`src/rtl/dist_pkg.sv`:
```
package dist_pkg;

    // Selector within the small control region (address bits 3:2).
    typedef enum logic [1:0] {
        SEL_CTRL  = 2'd0,
        SEL_TYPE  = 2'd1,
        SEL_IDENT = 2'd2,
        SEL_NONE  = 2'd3
    } ctrl_sel_e;

    // Bit positions in the control word.
    localparam int CTRL_EN_BIT  = 1;
    localparam int CTRL_ARE_BIT = 4;
    localparam int CTRL_DS_BIT  = 6;

    localparam int PRIV_IRQS = 32;
    localparam int AFF_W     = 24;

    typedef struct packed {
        logic      is_ctrl;
        logic      is_route;
        logic      hi_word;
        logic      slot_ok;
        ctrl_sel_e sel;
    } dec_t;

    typedef struct packed {
        logic        valid;
        logic [63:0] data;
    } rsp_t;

    typedef struct packed {
        logic en;
        logic kick;
    } ctrl_state_t;

endpackage

```
`src/rtl/dist_addr_decode.sv`:
```
module dist_addr_decode
    import dist_pkg::*;
#(
    parameter int          ADDR_W     = 16,
    parameter int          ID_BITS    = 10,
    parameter int          NUM_SHARED = 32,
    parameter logic [15:0] ROUTE_BASE = 16'h6000,
    localparam int         SLOT_W     = (NUM_SHARED > 1) ? $clog2(NUM_SHARED) : 1
) (
    input  logic [ADDR_W-1:0] addr,
    output dec_t              dec,
    output logic [SLOT_W-1:0] slot
);
    localparam int          SPAN     = 8 << ID_BITS;
    localparam int          LAST_ID  = PRIV_IRQS + NUM_SHARED;
    localparam logic [ID_BITS-1:0] PRIV_ID = ID_BITS'(PRIV_IRQS);

    logic [ADDR_W-1:0]  off;
    logic [ID_BITS-1:0] id;
    logic [ID_BITS-1:0] id_rel;
    logic               in_range;

    always_comb begin
        off      = addr - ADDR_W'(ROUTE_BASE);
        in_range = ({16'b0, addr} >= 32'(ROUTE_BASE)) &&
                   ({16'b0, addr} <  32'(ROUTE_BASE) + 32'(SPAN));
        id       = off[3 +: ID_BITS];
        id_rel   = id - PRIV_ID;
        slot     = id_rel[SLOT_W-1:0];

        dec.is_ctrl  = (addr[ADDR_W-1:4] == '0);
        dec.is_route = in_range;
        dec.hi_word  = addr[2];
        dec.slot_ok  = in_range && (32'(id) >= 32'(PRIV_IRQS)) && (32'(id) < 32'(LAST_ID));
        dec.sel      = ctrl_sel_e'(addr[3:2]);
    end
endmodule

```
`src/rtl/dist_ctrl_regs.sv`:
```
module dist_ctrl_regs
    import dist_pkg::*;
#(
    parameter int          NUM_SHARED   = 32,
    parameter int          ID_BITS      = 10,
    parameter logic [7:0]  PRODUCT_CODE = 8'h4B,
    parameter logic [11:0] IMPL_CODE    = 12'h43B
) (
    input  logic        clk,
    input  logic        rst_n,
    input  logic        wr_en,
    input  logic        wr_bit,
    input  ctrl_sel_e   rd_sel,
    output logic [31:0] rd_data,
    output logic        enable,
    output logic        kick
);
    localparam int          LINES  = (NUM_SHARED + PRIV_IRQS) / 32 - 1;
    localparam logic [31:0] TYPE_W = (32'(ID_BITS - 1) << 19) | 32'(LINES & 31);
    localparam logic [31:0] IDENT_W = {PRODUCT_CODE, 12'b0, IMPL_CODE};

    ctrl_state_t st_d, st_q;

    always_comb begin
        st_d      = st_q;
        st_d.kick = 1'b0;
        if (wr_en) begin
            st_d.en   = wr_bit;
            st_d.kick = wr_bit && !st_q.en;
        end
    end

    always_ff @(posedge clk) begin
        if (!rst_n) st_q <= '0;
        else        st_q <= st_d;
    end

    always_comb begin
        rd_data = '0;
        unique case (rd_sel)
            SEL_CTRL: begin
                rd_data[CTRL_EN_BIT]  = st_q.en;
                rd_data[CTRL_ARE_BIT] = 1'b1;
                rd_data[CTRL_DS_BIT]  = 1'b1;
            end
            SEL_TYPE:  rd_data = TYPE_W;
            SEL_IDENT: rd_data = IDENT_W;
            default:   rd_data = '0;
        endcase
    end

    assign enable = st_q.en;
    assign kick   = st_q.kick;
endmodule

```
`src/rtl/dist_route_bank.sv`:
```
module dist_route_bank
    import dist_pkg::*;
#(
    parameter int  NUM_SHARED = 32,
    localparam int SLOT_W     = (NUM_SHARED > 1) ? $clog2(NUM_SHARED) : 1
) (
    input  logic              clk,
    input  logic              rst_n,
    input  logic              wr_en,
    input  logic [SLOT_W-1:0] wr_slot,
    input  logic [AFF_W-1:0]  wr_aff,
    input  logic [SLOT_W-1:0] rd_slot,
    output logic [AFF_W-1:0]  rd_aff
);
    logic [AFF_W-1:0] aff_d [NUM_SHARED];
    logic [AFF_W-1:0] aff_q [NUM_SHARED];

    for (genvar g = 0; g < NUM_SHARED; g++) begin : g_slot
        always_comb begin
            aff_d[g] = aff_q[g];
            if (wr_en && (wr_slot == SLOT_W'(g))) aff_d[g] = wr_aff;
        end

        always_ff @(posedge clk) begin
            if (!rst_n) aff_q[g] <= '0;
            else        aff_q[g] <= aff_d[g];
        end
    end

    always_comb begin
        rd_aff = '0;
        for (int i = 0; i < NUM_SHARED; i++) begin
            if (rd_slot == SLOT_W'(i)) rd_aff = aff_q[i];
        end
    end
endmodule

```
`src/rtl/dist_ctrl_route.sv`:
```
module dist_ctrl_route
    import dist_pkg::*;
#(
    parameter int          ADDR_W       = 16,
    parameter int          NUM_SHARED   = 32,
    parameter int          ID_BITS      = 10,
    parameter logic [15:0] ROUTE_BASE   = 16'h6000,
    parameter logic [7:0]  PRODUCT_CODE = 8'h4B,
    parameter logic [11:0] IMPL_CODE    = 12'h43B
) (
    input  logic              clk,
    input  logic              rst_n,
    input  logic              bus_req,
    input  logic              bus_we,
    input  logic [ADDR_W-1:0] bus_addr,
    input  logic [63:0]       bus_wdata,
    output logic              bus_rvalid,
    output logic [63:0]       bus_rdata,
    output logic              kick
);
    localparam int SLOT_W = (NUM_SHARED > 1) ? $clog2(NUM_SHARED) : 1;

    dec_t              dec;
    logic [SLOT_W-1:0] slot;
    logic [31:0]       ctrl_rd;
    logic [AFF_W-1:0]  aff_rd;
    logic              en_w;
    logic              ctrl_wr;
    logic              route_wr;
    rsp_t              rsp_d, rsp_q;

    dist_addr_decode #(
        .ADDR_W(ADDR_W), .ID_BITS(ID_BITS),
        .NUM_SHARED(NUM_SHARED), .ROUTE_BASE(ROUTE_BASE)
    ) dec_i (
        .addr(bus_addr), .dec(dec), .slot(slot)
    );

    always_comb begin
        ctrl_wr  = bus_req && bus_we && dec.is_ctrl && (dec.sel == SEL_CTRL);
        route_wr = bus_req && bus_we && dec.slot_ok && !dec.hi_word;
    end

    dist_ctrl_regs #(
        .NUM_SHARED(NUM_SHARED), .ID_BITS(ID_BITS),
        .PRODUCT_CODE(PRODUCT_CODE), .IMPL_CODE(IMPL_CODE)
    ) ctrl_i (
        .clk(clk), .rst_n(rst_n),
        .wr_en(ctrl_wr), .wr_bit(bus_wdata[CTRL_EN_BIT]),
        .rd_sel(dec.sel), .rd_data(ctrl_rd),
        .enable(en_w), .kick(kick)
    );

    dist_route_bank #(.NUM_SHARED(NUM_SHARED)) bank_i (
        .clk(clk), .rst_n(rst_n),
        .wr_en(route_wr), .wr_slot(slot), .wr_aff(bus_wdata[AFF_W-1:0]),
        .rd_slot(slot), .rd_aff(aff_rd)
    );

    always_comb begin
        rsp_d.valid = bus_req && !bus_we;
        rsp_d.data  = '0;
        if (bus_req && !bus_we) begin
            if (dec.is_ctrl)
                rsp_d.data = {32'b0, ctrl_rd};
            else if (dec.slot_ok && !dec.hi_word)
                rsp_d.data = {{(64-AFF_W){1'b0}}, aff_rd};
        end
    end

    always_ff @(posedge clk) begin
        if (!rst_n) rsp_q <= '0;
        else        rsp_q <= rsp_d;
    end

    assign bus_rvalid = rsp_q.valid;
    assign bus_rdata  = rsp_q.data;
endmodule

```
`config.mk`:
```
export PLATFORM = sky130hd
export DESIGN_NAME = dist_ctrl_route
export DESIGN_NICKNAME = d
export VERILOG_FILES = /design/src/rtl/dist_pkg.sv /design/src/rtl/dist_addr_decode.sv /design/src/rtl/dist_ctrl_regs.sv /design/src/rtl/dist_route_bank.sv /design/src/rtl/dist_ctrl_route.sv
export SDC_FILE = /design/constraint.sdc
export NUM_CORES = 2
export LEC_CHECK = 0
export ABC_AREA = 1
export BUFFER_PORTS_ARGS = -buffer_cell sky130_fd_sc_hd__buf_2
export CELL_PAD_IN_SITES_DETAIL_PLACEMENT = 1
export CELL_PAD_IN_SITES_GLOBAL_PLACEMENT = 2
export CORE_MARGIN = 3
export CORE_UTILIZATION = 39
export CTS_BUF_LIST = sky130_fd_sc_hd__clkbuf_16
export CTS_CLUSTER_SIZE = 8
export DETAILED_ROUTE_END_ITERATION = 8
export PLACE_DENSITY_LB_ADDON = 0.1
export REMOVE_ABC_BUFFERS = 1
export SLEW_MARGIN = 20
export SYNTH_ARGS = -nofsm -noshare
export SYNTH_HDL_FRONTEND = slang
export SYNTH_SLANG_ARGS = --single-unit
```
`constraint.sdc`:
```
create_clock -name clk -period 3.19 [get_ports clk]
set_input_delay 0.319 -clock clk [delete_from_list [all_inputs] [get_ports clk]]
set_output_delay 0.319 -clock clk [all_outputs]
set_load 0.03 [all_outputs]
```
== After elaboration in Yosys (flattened, before gate mapping) ==
Memory sizes are Yosys's and may differ from the RTL's.
Index checks and enable logic that the tools add are counted.

* Logic and storage cells: 240
* Output and inout port bits: 66
* Input bits: 84
* Register bits: 67
* Memories kept: 1
* RAM bits: 768

{| class="wikitable"
|+ Memories
! memory !! depth !! width !! read ports !! clocked after Yosys merged registers in !! wr ports !! line !! source
|-
| bank_i.aff_q || 32 || 24 || 32 || 0 || 32 || dist_route_bank.sv:16 || <nowiki>logic [AFF_W-1:0] aff_q [NUM_SHARED];</nowiki>
|}

* Magnitude comparators: 4
* Reductions and logical operators: 54
* Bitwise operators: 34
* Muxes and demuxes: 107
* $add $sub $neg: 2
* Eq/ne operators: 33

{| class="wikitable"
|+ Operators by type and width
! kind !! number
|-
| $mux W24 || 97
|-
| $eq A5 B5 Y1 const B || 16
|-
| $pmux W24 S2 || 1
|-
| $logic_and A1 B1 Y1 || 43
|-
| $eq A5 B4 Y1 const B || 8
|-
| $mux W32 || 1
|-
| $or A1 B1 Y1 || 32
|-
| $eq A5 B3 Y1 const B || 4
|-
| $ge A16 B15 Y1 const B || 1
|-
| $lt A16 B16 Y1 const B || 1
|-
| $sub A13 B1 Y13 const B || 1
|-
| $logic_not A12 Y1 || 1
|-
| $eq A5 B2 Y1 const B || 2
|-
| $ge A10 B6 Y1 const B || 1
|-
| $lt A10 B7 Y1 const B || 1
|-
| $mux W1 || 6
|-
| $eq A5 B1 Y1 const B || 1
|-
| $logic_not A5 Y1 || 1
|-
| $sub A5 B1 Y5 const B || 1
|-
| $reduce_and A2 Y1 || 2
|-
| $reduce_or A2 Y1 || 2
|-
| $logic_not A1 Y1 || 3
|-
| $reduce_or A3 Y1 || 1
|-
| $eq A2 B1 Y1 const B || 1
|-
| other kinds (5) || 6
|}

== Logic depth before layout (Yosys ltp) ==
* Depth after elaboration: 37
* Gate-level depth with buffers: 25

== By module ==
A second synthesis with hierarchy kept.

* Cell total of the unflattened synthesis: 5198
* Area, all modules: 35452.8 um^2

{| class="wikitable"
|+ Modules (own cells, without submodules)
! module !! area an instance (um^2) !! instances !! seq. area each (um^2) !! cells each
|-
| dist_route_bank || 33175.6 || 1 || 15374.7 || 4850
|-
| dist_ctrl_route || 1788.0 || 1 || 660.6 || 271
|-
| dist_ctrl_regs || 326.6 || 1 || 40.0 || 44
|-
| dist_addr_decode || 162.7 || 1 || 0.0 || 33
|}

== Worst setup path before layout ==
OpenSTA, ideal clock, no wires.

* Path type: input-to-reg
* Start point: input bus_addr[5]
* End point: register rsp_q (netlist bit bus_rdata[10])
* Library setup time: 0.113 ns
* Slack: 0.917 ns
* Arrival: 2.160 ns
* Buffers on the path: 2
* Stages: 15
* Cells stage by stage: nor2_1 buf_2 nand2_1 nor2_1 inv_1 clkbuf_1 or2_2 nand2_1 nand4_1 nor2_1 nand4_1 nor2_1 nand4_1 nand2_1 nand2_1

* Cells in the longest elaborated chain, start to end: 37

{| class="wikitable"
|+ Ends and longest elaborated chain
! what !! line !! source
|-
| from (decl) || dist_ctrl_route.sv:15 || <nowiki>input logic [ADDR_W-1:0] bus_addr,</nowiki>
|-
| $sub A13 B1 Y13 || dist_addr_decode.sv:24 || <nowiki>off = addr - ADDR_W'(ROUTE_BASE);</nowiki>
|-
| $sub A5 B1 Y5 || dist_addr_decode.sv:28 || <nowiki>id_rel = id - PRIV_ID;</nowiki>
|-
| $logic_not A5 Y1 || dist_route_bank.sv:33 || <nowiki>if (rd_slot == SLOT_W'(i)) rd_aff = aff_q[i];</nowiki>
|-
| $mux W24 (32 in series) || dist_route_bank.sv:33 ||
|-
| $mux W24 || dist_ctrl_route.sv:66 || <nowiki>else if (dec.slot_ok && !dec.hi_word)</nowiki>
|-
| $mux W32 * || dist_ctrl_route.sv:64 || <nowiki>if (dec.is_ctrl)</nowiki>
|-
| to (signal assigned) || dist_ctrl_route.sv:73 || <nowiki>else rsp_q <= rsp_d;</nowiki>
|-
| to (decl) || dist_ctrl_route.sv:30 || <nowiki>rsp_t rsp_d, rsp_q;</nowiki>
|}

Every way passes the cells marked *; elsewhere a longest branch is shown, timed or not.
A chain may end at the register's enable or synchronous reset.

==> reports/qor.yml <==
detailed_routing:
  wl_mm: 116.1
  vias: 29340
  post_drt_via_cell_ratio: 5.265
  drc_errors: 0
  avgRoutedWirePerCell_um: 20.84
  ant_nets: 0
  drtIter0Drc: 1602
  firstDrtPassIters: 5
worst_setup_path:
  start_kind: "flop"
  timing.rr.end: "bus_rdata[9]$_SDFF_PP0_"
  critPathRequiredTime_ns: 3.73
  r2r_slack_ns: 0.05
  path_class: "reg -> reg"
  worst_ep_arrival_time_ns: 3.69
  crit_fanout: 2
  crit_path_end_kind: "flop"
  r2r_start: "bank_i.aff_q[1][9]$_SDFFE_PN0P_"
  ff2ff_path_depth: 19
sta:
  skew_ns: 0.01860
  timing.fmax_ghz: 0.3181
  worst_slack_ns: 0.04655
  fin_crit_ns: 3.143
  tightest_slew_ns: 1.217
  slew_headroom_pct: 18.88
  maxSlewViolCount: 0
  final_hold_viol_count: 0
  period_share_pct: 98.54
  rsz0062_at_grt: "true"
  setup_viol: 0
final_layout:
  layout-drive-gt1-share_pct: 15.17
  fillCellCount: 10110
  regArea_um2: 15940
  synthToLayoutAreaGrowth_pct: 19.21
  nets: 4517
  multiInputGateArea_um2: 15240
floorplan:
  start_util_pct: 39.52
  ios: 150
  core_um2: 83950
  die_h_um: 297.7
  die_area_um2: 88600
  rows: 106
  die_w_um: 297.7
clock_network:
  tritoncts: "yes"
  h-tree-depth: 3
  cts_root_buffer: "clkbuf_16"
  cts_inserted_buffers: 109
  clockBufferDepth: 3
  clock_sinks: 796
  clock_latency_ns: 0.66
  clk_pin_slew_ns: 0.05
hold_path:
  whs_endpoint: "ctrl_i.enable$_SDFFE_PN0P_"
  hold_class: "in -> reg"
  min_path_cells: 4
  hp-start: "bus_req"
power:
  power_density_nw_per_um2: 536.3
  ir_drop_mv: 0.4296
  p_leak_nw: 14.12
  total_power_mw: 21.21
synth:
  yosysTopAreaCellShare_pct: 48.04
  syn_area_um2: 33170
  avgSynthCellArea_um2: 7.625
  synth.area.top_cells: "dfxtp_1 48%, a211oi_1 17%, nor2_1 12%"
  synth_common_cells: "1086 x nor2_1, 796 x dfxtp_1, 768 x a211oi_1"
  syn_inst: 4351
  ys_types: 30
  yosysMostFrequentCell: "nor2_1"
  yosysSeqAreaShare_pct: 48.04
  synth_ff_type: "dfxtp_1"
  ys_async_sr_fraction_pct: 0
  synth_seq_cells: 796
  yosysWarnings: 0
  yosys.area.top_type: "dfxtp_1"
  synth_edf_count: 0
grt:
  grt_pass1_wl_mm: 178.5
  grt_max_degree: 211
  track_usage_pct: 25.69
  grt_pass1_vias: 28760
  overflow: 0
  antenna_found_initial: 0
status:
  status: "completed"
placed_design:
  hpwl_mm: 74.12
  gp_congestion: 0.7973
  dp_worst_setup_slack_ns: -0.7841
  place.port_buffers: 71
flow_run:
  drv_cap: 0
registers in the layout, summed over array words and instances, names as in the netlist:
signal	flops
bus_rvalid	1
ctrl_i.enable	1
bus_rdata	25
bank_i.aff_q	768
ctrl_i.kick	1
critical path: stages, from the launching register on:
cell     delay (ns)
dfxtp_2        0.34
nand2_2        0.07
nand2_2        0.05
a21oi_2        0.12
nand4_1        0.20
o21ai_2        0.16
nand4_1        0.23
nor2_2         0.21
nand4_1        0.14
nor2_1         0.13
buf_4          0.13
nand3_2        0.06
nand2_2        0.09
nand4_1        0.13
nand2_1        0.12
nand4_1        0.19
nand2_2        0.16
nand4_1        0.21
nor3_2         0.22
nor2_1         0.06
cells in the final DEF (no fill, tap or decap), types with 8 or more instances in the layout:
cell / instances
clkinv_1: 12
buf_2: 67
a21oi_1: 43
conb_1: 36
clkbuf_16: 111
a211oi_1: 768
nand2_2: 19
buf_6: 9
or2_1: 8
nand3_1: 67
buf_4: 234
nor2_2: 41
o21ai_0: 10
inv_1: 205
buf_12: 47
inv_2: 18
nor2_4: 42
nor2_1: 1013
nand2_1: 619
dfxtp_1: 790
or2_2: 38
o21ai_1: 8
o21ai_2: 8
nand4_1: 158
logic make-up after synthesis:
family | after synthesis | share of synthesized area, %
other | 1 | 0.01130
AO/OA/AOI/OAI | 846 | 18.57
AND/OR/NAND/NOR | 2035 | 25.08
flip-flops | 796 | 48.03
buffers and inverters | 670 | 8.192
adder cells (fa/ha/maj) | 3 | 0.1132
per-stage QoR:
stage / TNS [ns] / instances / instance area [µm²] / hold WS (ns) / utilization [%]
global placement: -12.55 / 5430 / 36140 / 0.4368 / 43.04
CTS: 0 / 5552 / 39030 / 0.04307 / 46.49
global route: -0.4534 / 5570 / 39540 / 0.08935 / 47.10
finish: 0 / 5572 / 39550 / 0.08997 / 47.11
detailed placement: -13.43 / 5430 / 36140 / 0.4460 / 43.04
floorplan: -6936.26 / 3955 / 31490 / 0.4092 / -
area by class of cell:
class / instances / share of cell area [%]
Tap cell: 1134 / 3.588
Timing Repair Buffer: 363 / 8.071
Clock buffer: 111 / 7.024
Clock inverter: 6 / 0.1455
Inverter: 239 / 2.316
Sequential cell: 796 / 40.31
Multi-Input combinational cell: 2921 / 38.53
Antenna cell: 2 / 0.01266
report_power, final:
part,internal (mW),switching (mW)
Combinational,0.198,0.788
Sequential,9.96,0.000267
Clock,6.04,4.22
Total,16.2,5.01
worst max path at each step:
stage                                    startpoint                  endpoint  slack, ns  depth (start not counted)
CTS                                     bus_addr[5]   bus_rdata[0]$_SDFF_PN0_      0.001                         26
global placement                        bus_addr[3]   bus_rdata[2]$_SDFF_PP0_      -0.77                         23
floorplan                                     rst_n  bus_rdata[10]$_SDFF_PN0_      -9.60                          8
global route        bank_i.aff_q[1][9]$_SDFFE_PN0P_   bus_rdata[9]$_SDFF_PP0_      -0.13                         19
detailed placement                      bus_addr[3]   bus_rdata[9]$_SDFF_PP0_      -0.78                         23
finish              bank_i.aff_q[1][9]$_SDFFE_PN0P_   bus_rdata[9]$_SDFF_PP0_       0.05                         19
per-layer routing:
layer	GRT usage, %	vias up	share of wire [%]	wire length, µm
met5	0	-	0	0
met4	7.365	0	2.7	3180
met3	2.951	151	3.5	4099
met2	38.75	438	43	49360
met1	38.43	13960	51	59490
li1	-	14790	-	-
timing repair:
item / CTS / global route
pin swaps: 0 / 76
buffers inserted: 0 / 17
endpoints found under the setup margin: 4 / 22
cloned: 0 / 1
hold buffers: 5 / 0
gates resized for setup: 4 / 114
endpoints found under the hold margin: 3 / 0
(Power assumes the default switching activity.)
